$ cat src/rtl/swz_pkg.sv
package swz_pkg;

  typedef enum logic [2:0] {
    SW_NONE     = 3'd0,
    SW_9        = 3'd1,
    SW_9_10     = 3'd2,
    SW_9_11     = 3'd3,
    SW_9_10_11  = 3'd4,
    SW_9_17     = 3'd5,
    SW_9_10_17  = 3'd6,
    SW_UNKNOWN  = 3'd7
  } swz_mode_e;

  typedef enum logic [1:0] {
    TL_LINEAR = 2'd0,
    TL_X      = 2'd1,
    TL_Y      = 2'd2,
    TL_RSVD   = 2'd3
  } tile_e;

  typedef enum logic [1:0] {
    CH_SINGLE    = 2'd0,
    CH_DUAL_ASYM = 2'd1,
    CH_DUAL_ILV  = 2'd2,
    CH_FLEX      = 2'd3
  } chan_e;

  // Low five descriptor bits; everything above is reserved
  typedef struct packed {
    logic  sizes_eq;
    logic  xor_sel17;
    logic  xor_off;
    chan_e chan;
  } cfg_fields_t;

  localparam int CFG_FIELD_W = $bits(cfg_fields_t);

  typedef struct packed {
    swz_mode_e x;
    swz_mode_e y;
  } mode_pair_t;

  function automatic mode_pair_t decode_cfg(cfg_fields_t f, logic unreadable);
    mode_pair_t p;
    p.x = SW_NONE;
    p.y = SW_NONE;
    if (unreadable) begin
      p.x = SW_UNKNOWN;
      p.y = SW_UNKNOWN;
    end else begin
      case (f.chan)
        CH_DUAL_ILV: begin
          if (f.xor_off) begin
            p.x = SW_9_10;
            p.y = SW_9;
          end else if (!f.xor_sel17) begin
            p.x = SW_9_10_11;
            p.y = SW_9_11;
          end else begin
            p.x = SW_9_10_17;
            p.y = SW_9_17;
          end
        end
        CH_FLEX: begin
          if (f.sizes_eq) begin
            p.x = SW_9_10;
            p.y = SW_9;
          end
        end
        default: begin
          p.x = SW_NONE;
          p.y = SW_NONE;
        end
      endcase
    end
    return p;
  endfunction

  function automatic swz_mode_e hide_bit17(swz_mode_e m);
    case (m)
      SW_9_17:    return SW_9;
      SW_9_10_17: return SW_9_10;
      default:    return m;
    endcase
  endfunction

  function automatic logic fold_term(swz_mode_e m, logic b9, logic b10,
                                     logic b11, logic b17);
    logic use9, use10, use11, use17;
    use9  = (m != SW_NONE) && (m != SW_UNKNOWN);
    use10 = (m == SW_9_10) || (m == SW_9_10_11) || (m == SW_9_10_17);
    use11 = (m == SW_9_11) || (m == SW_9_10_11);
    use17 = (m == SW_9_17) || (m == SW_9_10_17);
    return (use9 & b9) ^ (use10 & b10) ^ (use11 & b11) ^ (use17 & b17);
  endfunction

endpackage

$ cat src/rtl/swz_cfg_reg.sv
module swz_cfg_reg
  import swz_pkg::*;
#(
  parameter int CFG_W = 32
) (
  input  logic             clk,
  input  logic             rst_n,
  input  logic             wr_en,
  input  logic [CFG_W-1:0] wr_data,
  output swz_mode_e        mode_x,
  output swz_mode_e        mode_y
);
  localparam logic [CFG_W-1:0] ALL_ONES = {CFG_W{1'b1}};

  logic [CFG_W-1:0] cfg_q;
  cfg_fields_t      fields;
  logic             unreadable;
  mode_pair_t       pair;

  always_ff @(posedge clk) begin
    if (!rst_n) cfg_q <= '0;
    else if (wr_en) cfg_q <= wr_data;
  end

  assign fields     = cfg_fields_t'(cfg_q[CFG_FIELD_W-1:0]);
  assign unreadable = (cfg_q == ALL_ONES);
  assign pair       = decode_cfg(fields, unreadable);
  assign mode_x     = pair.x;
  assign mode_y     = pair.y;
endmodule

$ cat src/rtl/swz_mode_pick.sv
module swz_mode_pick
  import swz_pkg::*;
(
  input  logic [1:0] tile,
  input  swz_mode_e  mode_x,
  input  swz_mode_e  mode_y,
  output swz_mode_e  eff_mode,
  output logic       forbid
);
  swz_mode_e chosen;

  always_comb begin
    case (tile_e'(tile))
      TL_X:    chosen = mode_x;
      TL_Y:    chosen = mode_y;
      default: chosen = SW_NONE;
    endcase
  end

  assign forbid   = (chosen == SW_UNKNOWN);
  assign eff_mode = forbid ? SW_NONE : chosen;
endmodule

$ cat src/rtl/swz_addr_xor.sv
module swz_addr_xor
  import swz_pkg::*;
#(
  parameter int ADDR_W = 32
) (
  input  logic [ADDR_W-1:0] addr_in,
  input  swz_mode_e         mode,
  output logic [ADDR_W-1:0] addr_out,
  output logic              flip
);
  localparam bit HAS_B11 = (ADDR_W > 11);
  localparam bit HAS_B17 = (ADDR_W > 17);

  logic b9, b10, b11, b17;

  assign b9  = addr_in[9];
  assign b10 = addr_in[10];

  generate
    if (HAS_B11) begin : g_b11
      assign b11 = addr_in[11];
    end else begin : g_no_b11
      assign b11 = 1'b0;
    end
    if (HAS_B17) begin : g_b17
      assign b17 = addr_in[17];
    end else begin : g_no_b17
      assign b17 = 1'b0;
    end
  endgenerate

  assign flip = fold_term(mode, b9, b10, b11, b17);

  always_comb begin
    addr_out    = addr_in;
    addr_out[6] = addr_in[6] ^ flip;
  end
endmodule

$ cat src/rtl/swz_bit6_top.sv
module swz_bit6_top
  import swz_pkg::*;
#(
  parameter int ADDR_W = 32,
  parameter int CFG_W  = 32
) (
  input  logic              clk,
  input  logic              rst_n,
  input  logic              cfg_we,
  input  logic [CFG_W-1:0]  cfg_wdata,
  input  logic              in_valid,
  input  logic [ADDR_W-1:0] in_addr,
  input  logic [1:0]        in_tile,
  output logic              out_valid,
  output logic [ADDR_W-1:0] out_addr,
  output logic [2:0]        out_mode,
  output logic              out_forbid
);
  swz_mode_e         mode_x, mode_y;
  swz_mode_e         eff_mode;
  logic              forbid_now;
  logic              swz_flip;
  logic [ADDR_W-1:0] addr_next;
  swz_mode_e         report_mode;

  swz_cfg_reg #(.CFG_W(CFG_W)) u_cfg (
    .clk     (clk),
    .rst_n   (rst_n),
    .wr_en   (cfg_we),
    .wr_data (cfg_wdata),
    .mode_x  (mode_x),
    .mode_y  (mode_y)
  );

  swz_mode_pick u_pick (
    .tile     (in_tile),
    .mode_x   (mode_x),
    .mode_y   (mode_y),
    .eff_mode (eff_mode),
    .forbid   (forbid_now)
  );

  swz_addr_xor #(.ADDR_W(ADDR_W)) u_xor (
    .addr_in  (in_addr),
    .mode     (eff_mode),
    .addr_out (addr_next),
    .flip     (swz_flip)
  );

  assign report_mode = hide_bit17(eff_mode);

  always_ff @(posedge clk) begin
    if (!rst_n) begin
      out_valid  <= 1'b0;
      out_addr   <= '0;
      out_mode   <= 3'd0;
      out_forbid <= 1'b0;
    end else begin
      out_valid <= in_valid;
      if (in_valid) begin
        out_addr   <= addr_next;
        out_mode   <= report_mode;
        out_forbid <= forbid_now;
      end
    end
  end
endmodule

$ cat config.mk
export PLATFORM = sky130hd
export DESIGN_NAME = swz_bit6_top
export DESIGN_NICKNAME = d
export VERILOG_FILES = /design/src/rtl/swz_pkg.sv /design/src/rtl/swz_cfg_reg.sv /design/src/rtl/swz_mode_pick.sv /design/src/rtl/swz_addr_xor.sv /design/src/rtl/swz_bit6_top.sv
export SDC_FILE = /design/constraint.sdc
export NUM_CORES = 1
export LEC_CHECK = 0
export ABC_AREA = 1
export BUFFER_PORTS_ARGS = -buffer_cell sky130_fd_sc_hd__buf_2
export CAP_MARGIN = 40
export CORE_UTILIZATION = 30
export DETAILED_ROUTE_END_ITERATION = 8
export SLEW_MARGIN = 20
export SYNTH_ARGS = -nofsm -noshare
export SYNTH_HDL_FRONTEND = slang
export SYNTH_SLANG_ARGS = --single-unit
$ cat constraint.sdc
create_clock -name clk -period 1.5 [get_ports clk]
set_input_delay 0.225 -clock clk [delete_from_list [all_inputs] [get_ports clk]]
set_output_delay 0.225 -clock clk [all_outputs]
set_load 0.01 [all_outputs]
==> results of run 1 <==
## metrics by stage
| step | hold slack (ns) | worst slack, ns |
|---|---|---|
| 4_1_cts | 0.0781 | -0.285 |
| 6_report | 0.0899 | -0.260 |
| 2_1_floorplan | 0.357 | -0.0523 |
| 3_5_place_dp | 0.451 | -0.325 |
| 3_3_place_gp | 0.446 | -0.286 |
| 5_1_grt | 0.0820 | -0.466 |
## worst max-delay path by stage
| stage | from | endpoint | slack [ns] | cells after the start |
|---|---|---|---|---|
| after floorplan | u_cfg.cfg_q[21] | out_addr[6] | -0.05 | 17 |
| after global placement | in_tile[0] | out_addr[6] | -0.29 | 14 |
| after detailed placement | in_tile[0] | out_addr[6] | -0.32 | 14 |
| after CTS | u_cfg.cfg_q[20] | out_addr[6] | -0.28 | 17 |
| after global routing | u_cfg.cfg_q[30] | out_addr[6] | -0.47 | 16 |
| final | u_cfg.cfg_q[30] | out_addr[6] | -0.26 | 16 |
## power by group
| part | leakage [nW] | internal [mW] | total [mW] | switching (mW) |
|---|---|---|---|---|
| registers | 0.577 | 1.96 | 2.02 | 0.0572 |
| logic | 1.17 | 0.217 | 0.492 | 0.275 |
| clock network | 0.0860 | 0.596 | 1.33 | 0.731 |
## cells by family after synthesis
| kind of cell | Yosys count | synth area share, % |
|---|---|---|
| fa+ha+maj | 2 | 0.919 |
| flops | 69 | 50.7 |
| compound gates | 81 | 15.5 |
| buf+inv | 42 | 5.83 |
| simple gates | 190 | 27.1 |
## worst register-to-register path, cell delays in order (launching register included)
cell     delay [ns]
dfxtp_2        0.33
nand2_1        0.05
nor2_1         0.11
nand2_1        0.10
nor2_4         0.16
buf_4          0.12
a21oi_1        0.08
o21ai_2        0.17
nand3_1        0.09
nand2_1        0.09
inv_1          0.05
nand2_2        0.07
nand2_1        0.05
nand2_1        0.05
nand3_1        0.06
nand2_1        0.06
inv_1          0.03
## state kept, by name, summed over array words and instances, names as in the netlist
register     flops
out_addr        32
out_forbid       1
out_mode         3
u_cfg.cfg_q     32
out_valid        1
## metal layers
layer  up-vias  GRT usage [%]  share of wire, %
met2        68           26.4                46
met3        10           4.46               5.1
met4         0           6.79               1.8
li1       1448              -                 -
met5         -              0                 0
met1      1205           17.2                47
## cell usage after synthesis
cell	n	area, sq um
nand3_1	11	55.1
ha_1	2	25.0
o211ai_1	1	7.51
o21ai_0	67	335
nand2_2	3	18.8
o21ai_2	1	8.76
clkinv_1	2	7.51
inv_1	20	75.1
nor2_2	1	6.26
buf_2	1	5.00
o2111ai_1	1	8.76
dfxtp_1	69	1380
a21oi_2	1	8.76
nor2_1	127	477
nand2_1	48	180
clkbuf_1	19	71.3
a21oi_1	9	45.0
o31ai_1	1	7.51
## area by class of cell
cell class | instances | area share [%]
inverter | 22 | 2.25
clock inverter | 6 | 1.09
multi-input combinational | 273 | 33.5
tap | 108 | 3.68
timing repair buffer | 122 | 18.0
clock buffer | 10 | 3.47
sequential | 69 | 38.0
## what timing repair did
action                                  CTS  global route
gates resized for setup                   6            15
endpoints found under the setup margin    1             5
hold buffers                              0             0
pin swaps                                 0            10
setup buffers                             0             1
==> results.md, run 1 <==
- Status: finished, violations left
- Violated checks: setup timing
- CTS buffer count: 9
- Vias in the first global route: 2617
- Max Freq: approximately 570 MHz
- Top cell family by delay on the critical path: simple AND/OR/NAND/NOR gates
- FF-to-FF path depth: 16
- CP max stage delay: roughly 0.33 ns
- Routed WL per cell: about 11 microns
- Max cap viols: 0
- Starting Density: between 30% and 40%
- Row count: 34
- Area occupied by registers: around 1400 sq um
- Endpoints failing setup: 1
- Top Ports: 107
- CP endpoint kind: flip-flop
- Slew Limit Fails: 0
- Placed cell areas: around 3400 sq um
- Die width: approximately 100 microns
- Post-DP HPWL: between 4000 and 5000 microns
- Critical path data arrival time: 2.01 ns
- Synth Cell Area: ~2700 sq um
- Worst path slowest cell: dfxtp_2
- Worst-path clk slew: approximately 0.08 ns
- Syn avg cell area: just over 7 sq um
- 1st-pass router iterations: 5
- Leak Pwr: 1.83 nW
- Most frequent cells in the layout: 125 x nor2_1, 106 x buf_2, 67 x o21ai_0, 57 x dfxtp_1, 43 x nand2_1
- N_diodes: 0
- Most common cell on crit path: nand2_1
- Post-synthesis sequential area ratio: about 50%
- R2r setup slk: -0.26 ns
- Die ar.: 9460 sq um
- Most common cell after layout, fill and taps aside: nor2_1
- Multi-input logic area: approximately 1200 sq um
- Setup TNS: -0.260 ns
- Initial antenna violation count: 0
- CORE AREA: roughly 9000 sq um
- Setup CP Type: reg2reg
- Nets: about 570
- Synth Register Bits: 69
- Startpoint types: flip-flop
- Hold Path Sink: u_cfg.cfg_q[18]
- Clock sink count: 69
- Finished Layout Cells: slightly above 600
- H-tree levels: 3
- Class of the tightest hold or removal check: in2reg
- CTS tree: done
- Clk Latency, worst-skew pair: 0.35 ns
- Final Critical Period: between 1.5 and 2 ns
- Mapped Cells: approximately 380
- Final hold violations: 0
- DR vias: roughly 2.7k
- WHS Path Cells: 3
- Root Driver: clkbuf_8
- Clk_skew: a little over 0.007 ns
- Util after Layout: 41.9%
- FILL cells: 950
- Routed vias/inst: roughly 4.5
- Max rail drop VDD: 485 uV
- Post-DRT Antenna Nets: 0
- Layout cells sized above 1: 32.9%
- Number of port buffers: approximately 110
- Pin count of the biggest net entering global routing: 37
- Tightest Pin Transition: between 0.3 and 0.4 ns
- Period utilisation layout: 117%
- Worst EP required: ~1.8 ns
- End of the worst register-to-register path: out_addr[6]
- RSZ-0062 raised after global routing: yes
- Total Wirelength: just under 7000 microns
- Worst setup margin: -0.260 ns
- Slew headroom: between 70 and 80%
- PwrDens: around 1000 nW/um^2
- GPL Wtd Cong: between 0.7 and 0.8
- Synth Net Count: roughly 460
- Post-Place Cells: approximately 590
- First-pass GRT wire length: between 10000 and 15000 microns
- Post-layout total power: between 3 and 4 mW
- Cell Chain, Critical Path: nand2_1 -> nor2_1 -> nand2_1 -> nor2_4 -> buf_4 -> a21oi_1 -> o21ai_2 -> nand3_1 -> nand2_1 -> inv_1 -> nand2_2 -> nand2_1 -> nand2_1 -> nand3_1 -> nand2_1 -> inv_1
- Worst path bufs/invs: 3
- # DRC: 0
- Critical R2R Launch: u_cfg.cfg_q[30]
- Synth-to-Final Area Change: 34.9%
- Final instance area: between 3000 and 4000 sq um
- Tot GR Track Use: 15.2%
- Die Y: between 90 and 100 microns
- Yosys cell types: 18
- HP Start: cfg_wdata[18]
- Crit path max fanout: 3
- Max clock buf depth: 2
- Initial DRC count: approximately 110
- Yosys Warn Count: 0
- Global route overflow: 0
Note: power is estimated with default switching activity, not from simulation.
==> run 2, diff against run 1 <==
ABC_AREA = not set   (was 1)
SLEW_MARGIN = 40   (was 20)
==> run 2 against run 1 <==
Cell count shrank 12%. Worst hold slack better by 0.053 ns. Wire length decreased by 6.0%. Fmax shrank 6.8%. Clock-buffer cell count grew 1. Register-to-register slack worse by 0.13 ns. Sequential power about the same. Critical path type unchanged. Largest cell class is now multi-input gates. First-iteration DRC count is 38% lower. Global-route usage is 1.9 points lower. Non-clock buffer count up 7. Synthesized area is 8.5% higher. The flow still finishes with violations (setup timing).
==> results.md, run 2 <==
- Mapped Cells: about 280
- Post-DP HPWL: ~4700 microns
- First-pass GRT wire length: roughly 10000 microns
- Clk_skew: approximately 0.0084 ns
- Most frequent cells in the layout: 106 x buf_2, 65 x nor2b_1, 64 x mux2i_1, 55 x dfxtp_1, 18 x buf_4
- Setup CP Type: reg2reg
- Synth Register Bits: 69
- Violated checks: setup timing
- Class of the tightest hold or removal check: in2reg
- Worst path bufs/invs: 0
- Commonest cells post-synth: 69 x dfxtp_1, 66 x nor2b_1, 64 x mux2i_1
- Starting Density: 31.5%
- Max Freq: around 530 MHz
- Clock sink count: between 60 and 70
- Critical path data arrival time: about 2.1 ns
- # DRC: 0
- Initial DRC count: 66
- Period utilisation layout: 126%
- Leak Pwr: around 1.9 nW
- Routed vias/inst: about 4.3
- Slew headroom: approximately 70%
- Final Critical Period: approximately 1.9 ns
- Max rail drop VDD: ~360 uV
- Root Driver: clkbuf_8
- CP endpoint kind: flip-flop
- H-tree levels: 3
- Clk Latency, worst-skew pair: around 0.34 ns
- Async S/R FF share, synth: 0%
- GPL Wtd Cong: around 0.86
- Number of port buffers: 106
- Initial antenna violation count: 0
- Startpoint types: flip-flop
- Die width: ~100 microns
- Max clock buf depth: 2
- Worst EP required: around 1.7 ns
- Syn avg cell area: 10.5 sq um
- Synth Cell Area: 2960 sq um
- Post-synthesis sequential area ratio: roughly 47%
- Endpoints failing setup: 4
- Tot GR Track Use: a little over an eighth
- Max cap viols: 0
- Top flop regs: out_addr x32, u_cfg.cfg_q x32, out_mode x3
- Sw frac: roughly a quarter
- Yosys top cell area share: 46.7%
- Post-synth EDFFs: 0
- Gate power share: between 10% and 20%
- Most numerous cell in the Yosys netlist: dfxtp_1
- Seq pwr share: slightly below 50%
- Worst path slowest cell: a2111oi_4
- Post-DRT Antenna Nets: 0
- Row count: 35
- Tightest Pin Transition: around 0.46 ns
- Yosys Warn Count: 0
- CTS tree: done
- N_diodes: 0
- Post-synth top area cell: dfxtp_1
- Int Pwr: slightly above 3 mW
- Cell Chain, Critical Path: nor3b_2 -> a2111oi_4 -> nand2b_1 -> mux2_4 -> o211ai_2 -> xnor2_1 -> xor2_1 -> a21oi_1
- CORE AREA: 9370 sq um
- Final hold violations: 0
- RSZ-0062 raised after global routing: yes
- CTS buffer count: 9
- Worst-path clk slew: about 0.07 ns
- Die Y: ~100 microns
- Pin count of the biggest net entering global routing: 33
- Top FF cell, synth: dfxtp_1
- Synth Net Count: 354
- Nets: roughly 480
- Yosys cell types: 37
- Die ar.: ~10000 sq um
- Total Wirelength: ~6400 microns
- 1st-pass router iterations: 4
- Worst setup margin: -0.388 ns
- Synth top area cells: dfxtp_1 47%, mux2i_1 22%, nor2b_1 14%
- Global route overflow: 0
- Routed WL per cell: around 12 microns
- Post-layout total power: ~4 mW
- PwrDens: 987 nW/um^2
- CP max stage delay: between 0.4 and 0.5 ns
- Layout cells sized above 1: between 40% and 50%
- Clock share of power: between 30 and 40%
- Most common cell after layout, fill and taps aside: buf_2
- Vias in the first global route: between 2k and 2.5k
- Status: finished, violations left
- P_sw: approximately 0.99 mW
- Hold Worst Slack: 0.143 ns
- Crit path max fanout: 5
- Top cell family by delay on the critical path: compound AO/OA/AOI/OAI gates
- Top Ports: 107
- Synth-to-Final Area Change: 38.5%
- DR vias: ~2.3k
- Slew Limit Fails: 0
## run 2: cell count changes in the layout (fill, tap and decap cells not counted), moves of 5 or more
cell and delta:
nor2_1 -119, nor2b_1 +65, inv_1 -17, o21ai_0 -64, mux2i_1 +64, nand2_1 -38, nand2_2 -5, a21oi_1 -5
nand4_1 +8, nand3_1 -7
## run 2: logic make-up (layout without fill, tap and decap cells)
| family | after synthesis | after routing | share of synthesized area (%) |
|---|---|---|---|
| adders and majority gates | 2 | 2 | 0.846 |
| muxes | 65 | 65 | 22.2 |
| AOI/OAI and AO/OA | 20 | 20 | 4.74 |
| and+or+nand+nor | 103 | 103 | 21.5 |
| buffers and inverters | 21 | 149 | 3.47 |
| DFF | 69 | 69 | 46.7 |
| xor gates and xnor gates | 2 | 2 | 0.593 |
## run 2: repair_timing
item	4_1_cts	5_1_grt
setup buffers	4	0
pin swaps	9	10
hold buffers	0	0
resized for setup	17	7
setup endpoints to repair	4	5
## run 2: path summary, 6_finish.rpt
| kind | cells past startpoint | to | startpoint | slack (ns) |
|---|---|---|---|---|
| max | 8 | out_addr[6] | u_cfg.cfg_q[1] | -0.39 |
| min | 3 | out_addr[1] | in_addr[1] | 0.14 |
| max reg2reg | 8 | out_addr[6] | u_cfg.cfg_q[1] | -0.39 |
| min reg2reg | 2 | out_mode[0] | out_mode[0] | 0.48 |
## run 2: worst min-delay path, cell delays in order
cell     delay, ns
buf_2         0.07
mux2i_1       0.05
nor2b_1       0.09
## run 2: routing by layer
metal  routed length (microns)  track usage [%]  share of wire (%)  up-vias
met5                         0                0                  0        -
met1                      2950             15.9                 46     1048
li1                          -                -                  -     1207
met3                       371             3.80                5.8       10
met4                       129             6.69                2.0        0
met2                      2950             21.7                 46       66
## run 2: cell type report
cell class | instances | area [sq um]
clock inverter | 5 | 60.1
clock buffer | 11 | 141
sequential | 69 | 1400
inverter | 4 | 27.5
timing repair buffer | 129 | 748
multi-input combinational | 192 | 1560
tap | 129 | 161
fill | 951 | 5280
## run 2: power groups by stage
stage	clock network, mW	registers (mW)	logic (mW)
after global routing	1.65	2.01	0.607
after detailed placement	0	2.03	0.551
after CTS	1.57	1.99	0.555
final	1.50	1.99	0.547
after global placement	0	2.03	0.542
after floorplan	0	2.05	0.288
## run 2: metrics by stage
stage                     instances  utilization, %  cell area (sq um)  setup TNS, ns  setup WS (ns)
final                           539            43.7               4090         -0.956         -0.388
after global routing            539            43.7               4090          -1.61         -0.531
after CTS                       539            43.5               4080          -1.03         -0.414
after detailed placement        521            40.7               3820          -1.22         -0.559
after global placement          521            40.7               3820          -1.09         -0.496
after floorplan                 282               -               3020         -0.274         -0.274
